==> src/rtl/presc_pkg.sv <==
package presc_pkg;

    localparam int unsigned DEF_CNT_W = 32;

    typedef enum logic [1:0] {
        SEL_RELOAD = 2'd0,
        SEL_DOWN   = 2'd1,
        SEL_EVENT  = 2'd2,
        SEL_NONE   = 2'd3
    } reg_sel_e;

endpackage

==> src/rtl/presc_wr_decode.sv <==
module presc_wr_decode
    import presc_pkg::*;
(
    input  logic       wr_en_i,
    input  logic [1:0] reg_sel_i,
    output logic       wr_reload_o,
    output logic       wr_down_o,
    output logic       wr_event_o
);

    localparam int unsigned N_SEL = 4;

    logic [N_SEL-1:0] hit;

    for (genvar g = 0; g < N_SEL; g++) begin : g_hit
        assign hit[g] = wr_en_i && (reg_sel_i == g[1:0]);
    end

    assign wr_reload_o = hit[SEL_RELOAD];
    assign wr_down_o   = hit[SEL_DOWN];
    assign wr_event_o  = hit[SEL_EVENT];

    logic unused_none;
    assign unused_none = hit[SEL_NONE];

endmodule

==> src/rtl/presc_reload_reg.sv <==
module presc_reload_reg #(
    parameter int unsigned CNT_W = 32
) (
    input  logic             clk_i,
    input  logic             rst_ni,
    input  logic             wr_i,
    input  logic [CNT_W-1:0] wr_data_i,
    output logic [CNT_W-1:0] reload_o
);

    typedef struct packed {
        logic [CNT_W-1:0] val;
    } reload_st_t;

    reload_st_t st_d, st_q;

    always_comb begin
        st_d = st_q;
        if (wr_i) begin
            st_d.val = wr_data_i;
        end
    end

    always_ff @(posedge clk_i or negedge rst_ni) begin
        if (!rst_ni) begin
            st_q <= '0;
        end else begin
            st_q <= st_d;
        end
    end

    assign reload_o = st_q.val;

endmodule

==> src/rtl/presc_downcount.sv <==
module presc_downcount #(
    parameter int unsigned CNT_W = 32
) (
    input  logic             clk_i,
    input  logic             rst_ni,
    input  logic             tick_i,
    input  logic             wr_i,
    input  logic [CNT_W-1:0] wr_data_i,
    input  logic [CNT_W-1:0] reload_i,
    output logic [CNT_W-1:0] count_o,
    output logic             refill_o
);

    localparam logic [CNT_W-1:0] ONE = CNT_W'(1);

    typedef struct packed {
        logic [CNT_W-1:0] cnt;
    } down_st_t;

    down_st_t st_d, st_q;
    logic     at_zero;

    always_comb begin
        st_d    = st_q;
        at_zero = (st_q.cnt == '0);
        if (wr_i) begin
            st_d.cnt = wr_data_i;
        end else if (tick_i) begin
            if (at_zero) begin
                st_d.cnt = reload_i;
            end else begin
                st_d.cnt = st_q.cnt - ONE;
            end
        end
    end

    always_ff @(posedge clk_i or negedge rst_ni) begin
        if (!rst_ni) begin
            st_q <= '0;
        end else begin
            st_q <= st_d;
        end
    end

    assign count_o  = st_q.cnt;
    assign refill_o = tick_i && at_zero;

endmodule

==> src/rtl/presc_event_count.sv <==
module presc_event_count #(
    parameter int unsigned CNT_W = 32
) (
    input  logic             clk_i,
    input  logic             rst_ni,
    input  logic             refill_i,
    input  logic             wr_i,
    input  logic [CNT_W-1:0] wr_data_i,
    output logic [CNT_W-1:0] count_o
);

    localparam logic [CNT_W-1:0] ONE = CNT_W'(1);

    typedef struct packed {
        logic [CNT_W-1:0] cnt;
    } evt_st_t;

    evt_st_t st_d, st_q;

    always_comb begin
        st_d = st_q;
        if (wr_i) begin
            st_d.cnt = wr_data_i;
        end else if (refill_i) begin
            st_d.cnt = st_q.cnt + ONE;
        end
    end

    always_ff @(posedge clk_i or negedge rst_ni) begin
        if (!rst_ni) begin
            st_q <= '0;
        end else begin
            st_q <= st_d;
        end
    end

    assign count_o = st_q.cnt;

endmodule

==> src/rtl/presc_event_unit.sv <==
module presc_event_unit
    import presc_pkg::*;
#(
    parameter int unsigned CNT_W = DEF_CNT_W
) (
    input  logic             clk_i,
    input  logic             rst_ni,
    input  logic             tick_i,
    input  logic             wr_en_i,
    input  logic [1:0]       reg_sel_i,
    input  logic [CNT_W-1:0] wr_data_i,
    output logic [CNT_W-1:0] rd_data_o
);

    logic             wr_reload, wr_down, wr_event;
    logic             refill;
    logic [CNT_W-1:0] reload_val, down_cnt, event_cnt;

    presc_wr_decode i_decode (
        .wr_en_i     (wr_en_i),
        .reg_sel_i   (reg_sel_i),
        .wr_reload_o (wr_reload),
        .wr_down_o   (wr_down),
        .wr_event_o  (wr_event)
    );

    presc_reload_reg #(.CNT_W(CNT_W)) i_reload (
        .clk_i     (clk_i),
        .rst_ni    (rst_ni),
        .wr_i      (wr_reload),
        .wr_data_i (wr_data_i),
        .reload_o  (reload_val)
    );

    presc_downcount #(.CNT_W(CNT_W)) i_down (
        .clk_i     (clk_i),
        .rst_ni    (rst_ni),
        .tick_i    (tick_i),
        .wr_i      (wr_down),
        .wr_data_i (wr_data_i),
        .reload_i  (reload_val),
        .count_o   (down_cnt),
        .refill_o  (refill)
    );

    presc_event_count #(.CNT_W(CNT_W)) i_event (
        .clk_i     (clk_i),
        .rst_ni    (rst_ni),
        .refill_i  (refill),
        .wr_i      (wr_event),
        .wr_data_i (wr_data_i),
        .count_o   (event_cnt)
    );

    always_comb begin
        unique case (reg_sel_i)
            SEL_RELOAD: rd_data_o = reload_val;
            SEL_DOWN:   rd_data_o = down_cnt;
            SEL_EVENT:  rd_data_o = event_cnt;
            default:    rd_data_o = '0;
        endcase
    end

endmodule

==> config.mk <==
export PLATFORM = sky130hd
export DESIGN_NAME = presc_event_unit
export DESIGN_NICKNAME = d
export VERILOG_FILES = /design/src/rtl/presc_pkg.sv /design/src/rtl/presc_wr_decode.sv /design/src/rtl/presc_reload_reg.sv /design/src/rtl/presc_downcount.sv /design/src/rtl/presc_event_count.sv /design/src/rtl/presc_event_unit.sv
export SDC_FILE = /design/constraint.sdc
export NUM_CORES = 1
export LEC_CHECK = 0
export ABC_AREA = 1
export BUFFER_PORTS_ARGS = -buffer_cell sky130_fd_sc_hd__buf_2
export CAP_MARGIN = 20
export CORE_AREA = 5 5 164 166
export DETAILED_ROUTE_END_ITERATION = 10
export DIE_AREA = 0 0 169 171
export PLACE_DENSITY_LB_ADDON = 0.12
export SYNTH_ARGS = -nofsm -noshare
export SYNTH_HDL_FRONTEND = slang
export SYNTH_HIERARCHICAL = 1
export SYNTH_SLANG_ARGS = --single-unit
==> constraint.sdc <==
create_clock -name clk_i -period 2.09 [get_ports clk_i]
set_clock_uncertainty 0.15 [all_clocks]
set_input_delay 0.1045 -clock clk_i [delete_from_list [all_inputs] [get_ports clk_i]]
set_output_delay 0.1045 -clock clk_i [all_outputs]
set_load 0.02 [all_outputs]
# [Yosys cells after proc, flatten, opt, wreduce, memory -nomap -nowiden]
# Cells that the tools add are included.
[op_classes] add_sub_neg=2 n_eq_ne=2 mux=6 reduce_logical=8
[ops] op="two-way mux 32 bit" n=5
[ops] op="one-hot mux 32 bit (3 select lines)" n=1
[ops] op="adder 32 x 1 -> 32 bit (second input constant)" n=1
[ops] op="zero test 32 bit" n=1
[ops] op="subtractor 32 x 1 -> 32 bit (second input constant)" n=1
[ops] op="logical AND 1 bit" n=4
[ops] op="nonzero test 2 bit" n=2
[ops] op="equality test 2 x 1 -> 1 bit (second input constant)" n=1
[ops] op="equality test 2 bit (second input constant)" n=1
[ops] op="zero test 2 bit" n=1
[totals] register_bits=96 in_bits=38 output_inout_bits=32 elab_cells=21

# [Logic depth before layout (Yosys ltp)]
# Gate-level depths: netlist (run 1).
[logic_depth] depth_word=4 depth_mapped=14 mapped_depth_nobuf=12

# [Cells and area by module]
# Netlist (run 1), hierarchy kept.
[modules_own_cells] module="presc_downcount" instances=1 cells_per_inst=460 area_each_um2=2869.0 seq_area_each_um2=800.8
[modules_own_cells] module="presc_event_count" instances=1 cells_per_inst=325 area_each_um2=2218.4 seq_area_each_um2=800.8
[modules_own_cells] module="presc_reload_reg" instances=1 cells_per_inst=136 area_each_um2=1292.5 seq_area_each_um2=800.8
[modules_own_cells] module="presc_event_unit" instances=1 cells_per_inst=148 area_each_um2=782.0 seq_area_each_um2=0.0
[modules_own_cells] module="presc_wr_decode" instances=1 cells_per_inst=7 area_each_um2=26.3 seq_area_each_um2=0.0

# [Worst setup path after synthesis (run 1)]
# Ideal clock, no wire load.
[synth_timing] path_kind="register -> register" from="register i_down.st_q, in the netlist i_down/count_o[0]" to="register i_event.st_q, in the netlist i_event/count_o[29]" setup_time_ns=0.067 t_arrival_ns=1.981 required_ns=1.873 slack_ns=-0.108 path_stages_with_launch=15 path_buffers=2 synth_period_minus_slack_ns=2.198 path_cell_list="dfrtp_1 inv_1 ha_1 nand2_1 nor2_2 nand2_4 inv_2 nand2_4 buf_6 nor2_1 nand2_2 inv_1 buf_2 nand3_1 nand2_1"
[synth_between] elab_chain_len=3
[synth_lines] item="from (decl)" line="presc_downcount.sv:20" source="down_st_t st_d, st_q;"
[synth_lines] item="from (signal assigned)" line="presc_downcount.sv:41" source="st_q <= st_d;"
[synth_lines] item="zero test 32 bit" line="presc_downcount.sv:25" source="at_zero = (st_q.cnt == '0);"
[synth_lines] item="logical AND 1 bit" line="presc_downcount.sv:46" source="assign refill_o = tick_i && at_zero;"
[synth_lines] item="net refill" line="presc_event_unit.sv:16" source="logic refill;"
[synth_lines] item="nonzero test 2 bit (no source line)"
[synth_lines] item="to (signal assigned)" line="presc_event_count.sv:33" source="st_q <= st_d;"
[synth_lines] item="to (decl)" line="presc_event_count.sv:18" source="evt_st_t st_d, st_q;"
# The timed path passes the listed nets, and every way through them passes these cells.
# A chain may end at the register's enable or synchronous reset.

# [Final worst setup path (run 1)]
[layout_timing] from="register i_down.st_q, in the netlist i_down/count_o[4]" to="register i_event.st_q, in the netlist i_event/count_o[28]"
# The elaborated chain is that of the path after synthesis.

==> reports/metrics.yaml, run 1 <==
drt:
  drc: 0
  viasPerCell: 4.85
  ant_nets: 0
  drt_first_iter_violations: 507
  wl_per_cell_um: 18.8
  dr.pass1.iters: 6
  wirelength_um: 29400
  via_count: 7585
critical_path:
  cp-endpoint: "i_event/count_o[28]$_DFFE_PN0P_"
  cp_data_arrival_time_ps: 2100
  startpoint_type: "flip-flop"
  worstSetupStartpoint: "i_down/count_o[4]$_DFFE_PN0P_"
  cp_data_required_time_ps: 2170
  rr_startpoint: "i_down/count_o[4]$_DFFE_PN0P_"
  r2r_slack_ps: 70
  path_class: "flip-flop to flip-flop"
  r2r_end: "i_event/count_o[28]$_DFFE_PN0P_"
  path_max_fanout: 9
  cp-end-kind: "flip-flop"
  rr_worst_depth: 11
timing:
  setup_violations: 0
  rsz0062_at_grt: "yes"
  worstMarginPinSlew_ps: 486
  drv_slew: 0
  min_period_ps: 2020
  hold_viol: 0
  max_freq_mhz: 496
  relSlewSlack_pct: 67.6
  fin_hold_ws_ps: 35.9
  setup_ws_ps: 74.2
  min_period_over_period_pct: 96.5
global_route:
  use_met1_pct: 27.3
  grt_pass1_vias: 7417
  grt_max_degree: 38
  overflow: 0
  grtUsageMet3_pct: 2.36
  gr-max-usage-layer: "met2"
  antenna_found_initial: 0
  grt_usage_pct: 20.1
  use_met2_pct: 34.1
  grt_pass1_wl_um: 44800
pwr:
  clockPowerShare_pct: 23.5
  switching_share_pct: 40.5
  switchingPower_mw: 2.94
  p_int_mw: 4.31
  ir_drop_mv: 0.369
  comb_power_share_pct: 40.2
  p_seq_share_pct: 36.2
  power_leakage_nw: 4.49
  p_per_area_nw_per_um2: 796
logic_synthesis:
  synth_common_cells: "372 x nand2_1, 177 x nand3_1, 104 x nor2_1, 96 x dfrtp_1, 80 x inv_1"
  avgSynthCellArea_um2: 6.68
  yosys.area.top_type: "dfrtp_1"
  synth.distinct_cells: 33
  async_reset_ff_share_pct: 100
  synth_nets: 1117
  synthFlopType: "dfrtp_1"
  synth_top_area_share_pct: 33.4
  yosysSeqAreaShare_pct: 33.4
  yosys-top-cells-area: "dfrtp_1 33%, nand2_1 19%, nand3_1 12%"
  ys_ff_latch: 96
  postSynthCellCount: 1076
  synth_edf_count: 0
  yosysWarnings: 6
  netlist_area_um2: 7190
  synth_most_common_cell: "nand2_1"
final_layout:
  area_growth_pct: 26.6
  drive_gt1_share_pct: 21.6
  final_cell_count_no_fill: 1564
  final_area_um2: 9100
  fill_cells: 2756
  post-route-util_pct: 35.7
  antenna_cells: 0
  nNetsFinal: 1266
cts:
  clk_pin_slew_worst_paths_ps: 70
  numCtsBuffers: 9
  cts_root_buf: "clkbuf_16"
  cts_tree: "done"
  clockBufferDepth: 2
  htreeDepth: 3
  clkLatencyLatePin_ps: 350
  cts.sink_count: 96
place:
  dpl_worst_slack_ps: -36.9
  dp_cells: 1509
  hpwl_um: 22000
  port_buffers: 69
  globalplace.congestion: 0.875
  dpl-instance-area_um2: 8260
floorplan:
  initial_core_util_pct: 28.2
  die_w_um: 169
  pin_count: 70
  core_area_um2: 25500
  die_y_um: 171
  die_area_um2: 28900
  rows: 59
flow_run:
  max-cap-violations: 0
outcome:
  outcome: "finished clean"
min_path:
  hold_class: "input port to async pin"
[sequential cells by signal, summed over array words and instances (netlist names)]
name / flops
i_down/count_o: 32
i_reload/reload_o: 32
i_event/count_o: 32
[critical path: stages (launching register included)]
cell       delay (ps)
dfrtp_1           400
nor2_2            180
nand2_2           130
nor2_4            110
nand2_4            50
inv_2              60
nand2_4            60
nor2_4            210
nor2_4            130
clkbuf_16         200
a22oi_1           140
nand2_1            70
[layer usage]
layer  share of wire, %  vias to the layer above
met1                 45                     3582
met4                2.0                        0
li1                   -                     3780
met5                  0                        -
met3                4.0                       37
met2                 49                      186
[cells by family after synthesis]
group | Yosys count | share of synthesized area [%]
and+or+nand+nor | 730 | 45.4
adders and majority gates | 3 | 0.522
buffers and inverters | 133 | 10.0
DFF | 96 | 33.4
AOI/OAI and AO/OA | 99 | 8.84
xor gates and xnor gates | 15 | 1.83
[layout make-up]
cell class	instances	area (um2)	area share, %
Multi-Input combinational cell	847	4190	46.1
Clock buffer	12	246	2.71
Sequential cell	96	2400	26.4
Timing Repair Buffer	186	1470	16.1
Clock inverter	3	42.5	0.467
Tap cell	335	419	4.60
Inverter	85	334	3.67
[cells in the final DEF (no fill, tap or decap), types with 26 or more instances in the layout]
master / netlist / routed
nand2_2: 24 / 26
buf_4: 0 / 73
nand2_1: 372 / 370
nor2_2: 21 / 29
nor2_1: 104 / 93
inv_1: 80 / 77
nand3_1: 177 / 177
buf_2: 12 / 68
dfrtp_1: 96 / 96
a22oi_1: 52 / 39
dlygate4sd3_1: 0 / 33
[repair_timing]
item,in CTS,in global routing
resized for setup,1,29
endpoints found under the hold margin,191,0
setup endpoints to repair,21,40
hold buffers,33,0
pin swaps,0,4
gates cloned,0,4
buffers inserted,0,3
[power by group through the flow]
stage / Clock, mW / Combinational [mW] / Sequential (mW)
2_1_floorplan: 0 / 1.60 / 2.62
4_1_cts: 1.77 / 2.86 / 2.61
5_1_grt: 1.84 / 3.25 / 2.68
3_3_place_gp: 0 / 2.80 / 2.64
6_report: 1.71 / 2.92 / 2.62
3_5_place_dp: 0 / 2.80 / 2.64
[through the flow]
stage,total power [mW],TNS (ps)
6_report,7.25,0
3_5_place_dp,5.44,-139
5_1_grt,7.77,-98.9
3_3_place_gp,5.44,-12.3
2_1_floorplan,4.21,0
4_1_cts,7.24,0
[how the worst min path moves through the flow]
stage                                     end  slack [ps]  cells past startpoint
6_report       i_event/count_o[0]$_DFFE_PN0P_          40                      2
5_1_grt        i_event/count_o[1]$_DFFE_PN0P_          60                      2
4_1_cts        i_event/count_o[1]$_DFFE_PN0P_          30                      2
3_5_place_dp   i_event/count_o[4]$_DFFE_PN0P_        -120                      1
3_3_place_gp   i_event/count_o[4]$_DFFE_PN0P_        -120                      1
2_1_floorplan   i_down/count_o[0]$_DFFE_PN0P_        -340                      0
Note: power is estimated with default switching activity, not from simulation.
==> run 2, diff against run 1 <==
ABC_AREA = default   (was 1)
CORE_AREA = 5 5 158 160   (was 5 5 164 166)
DIE_AREA = 0 0 163 165   (was 0 0 169 171)
GPL_ROUTABILITY_DRIVEN = 1   (was default)
==> run 2 against run 1 <==
Compared with the run above:
- the run now ends with setup timing left
- worst setup slack worse by 870 ps
- first-iteration DRC count down 16%
- global-route usage down 0.86 points
- flip-flop and latch count unchanged
- hold slack better by 71 ps
- combinational power down 2%
- largest cell class unchanged
==> reports/metrics.yaml, run 2 <==
outcome:
  outcome: "complete, but fails checks"  # was finished clean
  violations: "setup timing"
floorplan:
  die_area_um2: 26900  # was 28900 um2
  core_area_um2: 23300  # was 25500 um2
  die_y_um: 165  # was 171 um
  rows: 56  # was 59
  die_w_um: 163  # was 169 um
  initial_core_util_pct: 28.5  # was 28.2%
  pin_count: 70  # unchanged
global_route:
  grt_pass1_wl_um: 39500  # was 44800 um
  grt_usage_pct: 19.2  # was 20.1%
  antenna_found_initial: 0  # unchanged
  grt_max_degree: 41  # was 38
  overflow: 0  # unchanged
  grt_pass1_vias: 6443  # was 7417
critical_path:
  cp-endpoint: "i_event/count_o[24]$_DFFE_PN0P_"  # was i_event/count_o[28]$_DFFE_PN0P_
  startpoint_type: "flip-flop"  # unchanged
  critical_path.cell_chain: "nor4_2 > buf_4 > nand4_1 > or3_4 > nor2_4 > and3_4 > nand3_4 > buf_6 > or4_4 > a31oi_1"  # was nor2_2 > nand2_2 > nor2_4 > nand2_4 > inv_2 > nand2_4 > nor2_4 > nor2_4 > clkbuf_16 > a22oi_1 > nand2_1
  worst_path_largest_cell_delay_ps: 410  # was 400 ps
  rr_worst_depth: 10  # was 11
  rr_startpoint: "i_down/count_o[24]$_DFFE_PN0P_"  # was i_down/count_o[4]$_DFFE_PN0P_
  cp-end-kind: "flip-flop"  # unchanged
  path_class: "flip-flop to flip-flop"  # unchanged
  r2r_end: "i_event/count_o[24]$_DFFE_PN0P_"  # was i_event/count_o[28]$_DFFE_PN0P_
  critPathSlowestCell: "or3_4"  # was dfrtp_1
  cp_data_required_time_ps: 2220  # was 2170 ps
  r2r_slack_ps: -800  # was 70 ps
  cp_data_arrival_time_ps: 3020  # was 2100 ps
  worstSetupStartpoint: "i_down/count_o[24]$_DFFE_PN0P_"  # was i_down/count_o[4]$_DFFE_PN0P_
  path_max_fanout: 5  # was 9
cts:
  cts_tree: "done"  # unchanged
  numCtsBuffers: 9  # unchanged
  cts.sink_count: 96  # unchanged
  clk_pin_slew_worst_paths_ps: 70  # about the same
  htreeDepth: 3  # unchanged
  clockBufferDepth: 2  # unchanged
  clkLatencyLatePin_ps: 360  # was 350 ps
  cts_root_buf: "clkbuf_16"  # unchanged
final_layout:
  final_area_um2: 9290  # was 9100 um2
  layout_commonest_cell: "buf_4"  # was nand2_1
  drive_gt1_share_pct: 38.2  # was 21.6%
  antenna_cells: 0  # unchanged
  nNetsFinal: 910  # was 1266
  seq_area_um2: 2400  # unchanged
  post-route-util_pct: 39.9  # was 35.7%
  multi_input_area_um2: 4210  # was 4190 um2
  fill_cells: 2369  # was 2756
  layout_common_cells: "115 x buf_4, 96 x dfrtp_1, 68 x buf_2, 41 x mux2i_1, 33 x dlygate4sd3_1"  # was 370 x nand2_1, 177 x nand3_1, 96 x dfrtp_1, 93 x nor2_1, 77 x inv_1
  area_growth_pct: 40.0  # was 26.6%
pwr:
  p_per_area_nw_per_um2: 788  # was 796 nW/um2
  power_leakage_nw: 4.02  # was 4.49 nW
  ir_drop_mv: 0.360  # was 0.369 mV
logic_synthesis:
  yosys.area.top_type: "dfrtp_1"  # unchanged
  yosysSeqAreaShare_pct: 36.2  # was 33.4%
  synth_nets: 706  # was 1117
  synth_top_area_share_pct: 36.2  # was 33.4%
  netlist_area_um2: 6630  # was 7190 um2
  synthFlopType: "dfrtp_1"  # unchanged
  yosys-top-cells-area: "dfrtp_1 36%, mux2_4 6.8%, mux2i_1 6.2%"  # was dfrtp_1 33%, nand2_1 19%, nand3_1 12%
  synth_most_common_cell: "dfrtp_1"  # was nand2_1
  synth.distinct_cells: 71  # was 33
  synth_edf_count: 0  # unchanged
  async_reset_ff_share_pct: 100  # unchanged
  postSynthCellCount: 665  # was 1076
  yosysWarnings: 6  # unchanged
  avgSynthCellArea_um2: 9.97  # was 6.68 um2
  ys_ff_latch: 96  # unchanged
  synth_common_cells: "96 x dfrtp_1, 46 x nand3_1, 41 x mux2i_1, 32 x nand2_1, 32 x o21ai_0"  # was 372 x nand2_1, 177 x nand3_1, 104 x nor2_1, 96 x dfrtp_1, 80 x inv_1
timing:
  setup_violations: 64  # was 0
  setup_ws_ps: -796  # was 74.2 ps
  drv_slew: 0  # unchanged
  hold_viol: 0  # unchanged
  rsz0062_at_grt: "yes"  # unchanged
  fin_setup_tns_ps: -28230  # was 0 ps
  min_period_ps: 2890  # was 2020 ps
  max_freq_mhz: 346  # was 496 MHz
  min_period_over_period_pct: 138  # was 96.5%
  fin_hold_ws_ps: 107  # was 35.9 ps
  relSlewSlack_pct: 62.2  # was 67.6%
  worstMarginPinSlew_ps: 567  # was 486 ps
min_path:
  hold_class: "input port to async pin"  # unchanged
drt:
  ant_nets: 0  # unchanged
  drc: 0  # unchanged
  wirelength_um: 26300  # was 29400 um
  via_count: 6341  # was 7585
  dr.pass1.iters: 5  # was 6
  drt_first_iter_violations: 428  # was 507
  wl_per_cell_um: 22.0  # was 18.8 um
  viasPerCell: 5.32  # was 4.85
place:
  dpl-instance-area_um2: 8040  # was 8260 um2
  hpwl_um: 17700  # was 22000 um
  dpl_worst_slack_ps: -846  # was -36.9 ps
  globalplace.congestion: 0.807  # was 0.875
  port_buffers: 69  # unchanged
flow_run:
  max-cap-violations: 0  # unchanged
==> run 2: what timing repair did <==
action | in CTS | in global routing
setup endpoints to repair | 64 | 64
hold buffers | 33 | 0
pin swaps | 25 | 34
endpoints found under the hold margin | 171 | 0
resized for setup | 28 | 59
gates cloned | 2 | 2
setup buffers | 9 | 14
==> run 2: critical path: cells and delay by family, from the launching register on <==
kind / cells / cell delay (ps)
buf+inv: 2 / 340
compound gates: 1 / 130
flops: 1 / 380
simple gates: 7 / 1800
==> run 2: logic make-up after synthesis <==
group           count (synthesis)  synth area share, %
simple gates                  244                 22.5
compound gates                155                 16.9
flops                          96                 36.2
mux                            74                 13.5
buf+inv                        58                 5.66
xor+xnor                       35                 4.62
fa+ha+maj                       3                0.566
==> run 2: metrics by stage <==
stage / cells / total power [mW]
after floorplan: 665 / 4.07
after global placement: 1119 / 5.22
after detailed placement: 1119 / 5.23
after CTS: 1178 / 7.24
after global routing: 1193 / 7.70
final: 1193 / 7.31
==> run 2: power by group <==
group / switching, mW / internal (mW) / total (mW) / leakage, nW
Combinational: 1.53 / 1.34 / 2.87 / 2.72
Clock: 0.801 / 1.08 / 1.88 / 0.152
Sequential: 0.345 / 2.21 / 2.56 / 1.15
Total: 2.68 / 4.64 / 7.31 / 4.02
==> run 2: area by class of cell <==
cell class	instances	share of cell area, %
clock buffer	11	2.61
timing repair buffer	240	20.7
inverter	9	0.364
clock inverter	5	0.862
sequential	96	25.9
tap	319	4.30
multi-input combinational	513	45.3
==> run 2: worst min path at each step <==
stage	endpoint	slack (ps)	depth (start not counted)
detailed placement	i_reload/reload_o[2]$_DFFE_PN0P_	-50	1
global route	i_down/count_o[9]$_DFFE_PN0P_	120	4
global placement	i_down/count_o[2]$_DFFE_PN0P_	-60	1
finish	i_reload/reload_o[2]$_DFFE_PN0P_	110	2
CTS	i_down/count_o[9]$_DFFE_PN0P_	70	4
floorplan	i_down/count_o[0]$_DFFE_PN0P_	-340	0
==> run 2: layer usage <==
metal / share of wire [%] / vias up / GRT usage, %
li1: - / 2961 / -
met1: 48 / 3204 / 26.9
met2: 46 / 146 / 30.6
met3: 4.4 / 30 / 3.17
met4: 1.8 / 0 / 5.72
met5: 0 / - / 0
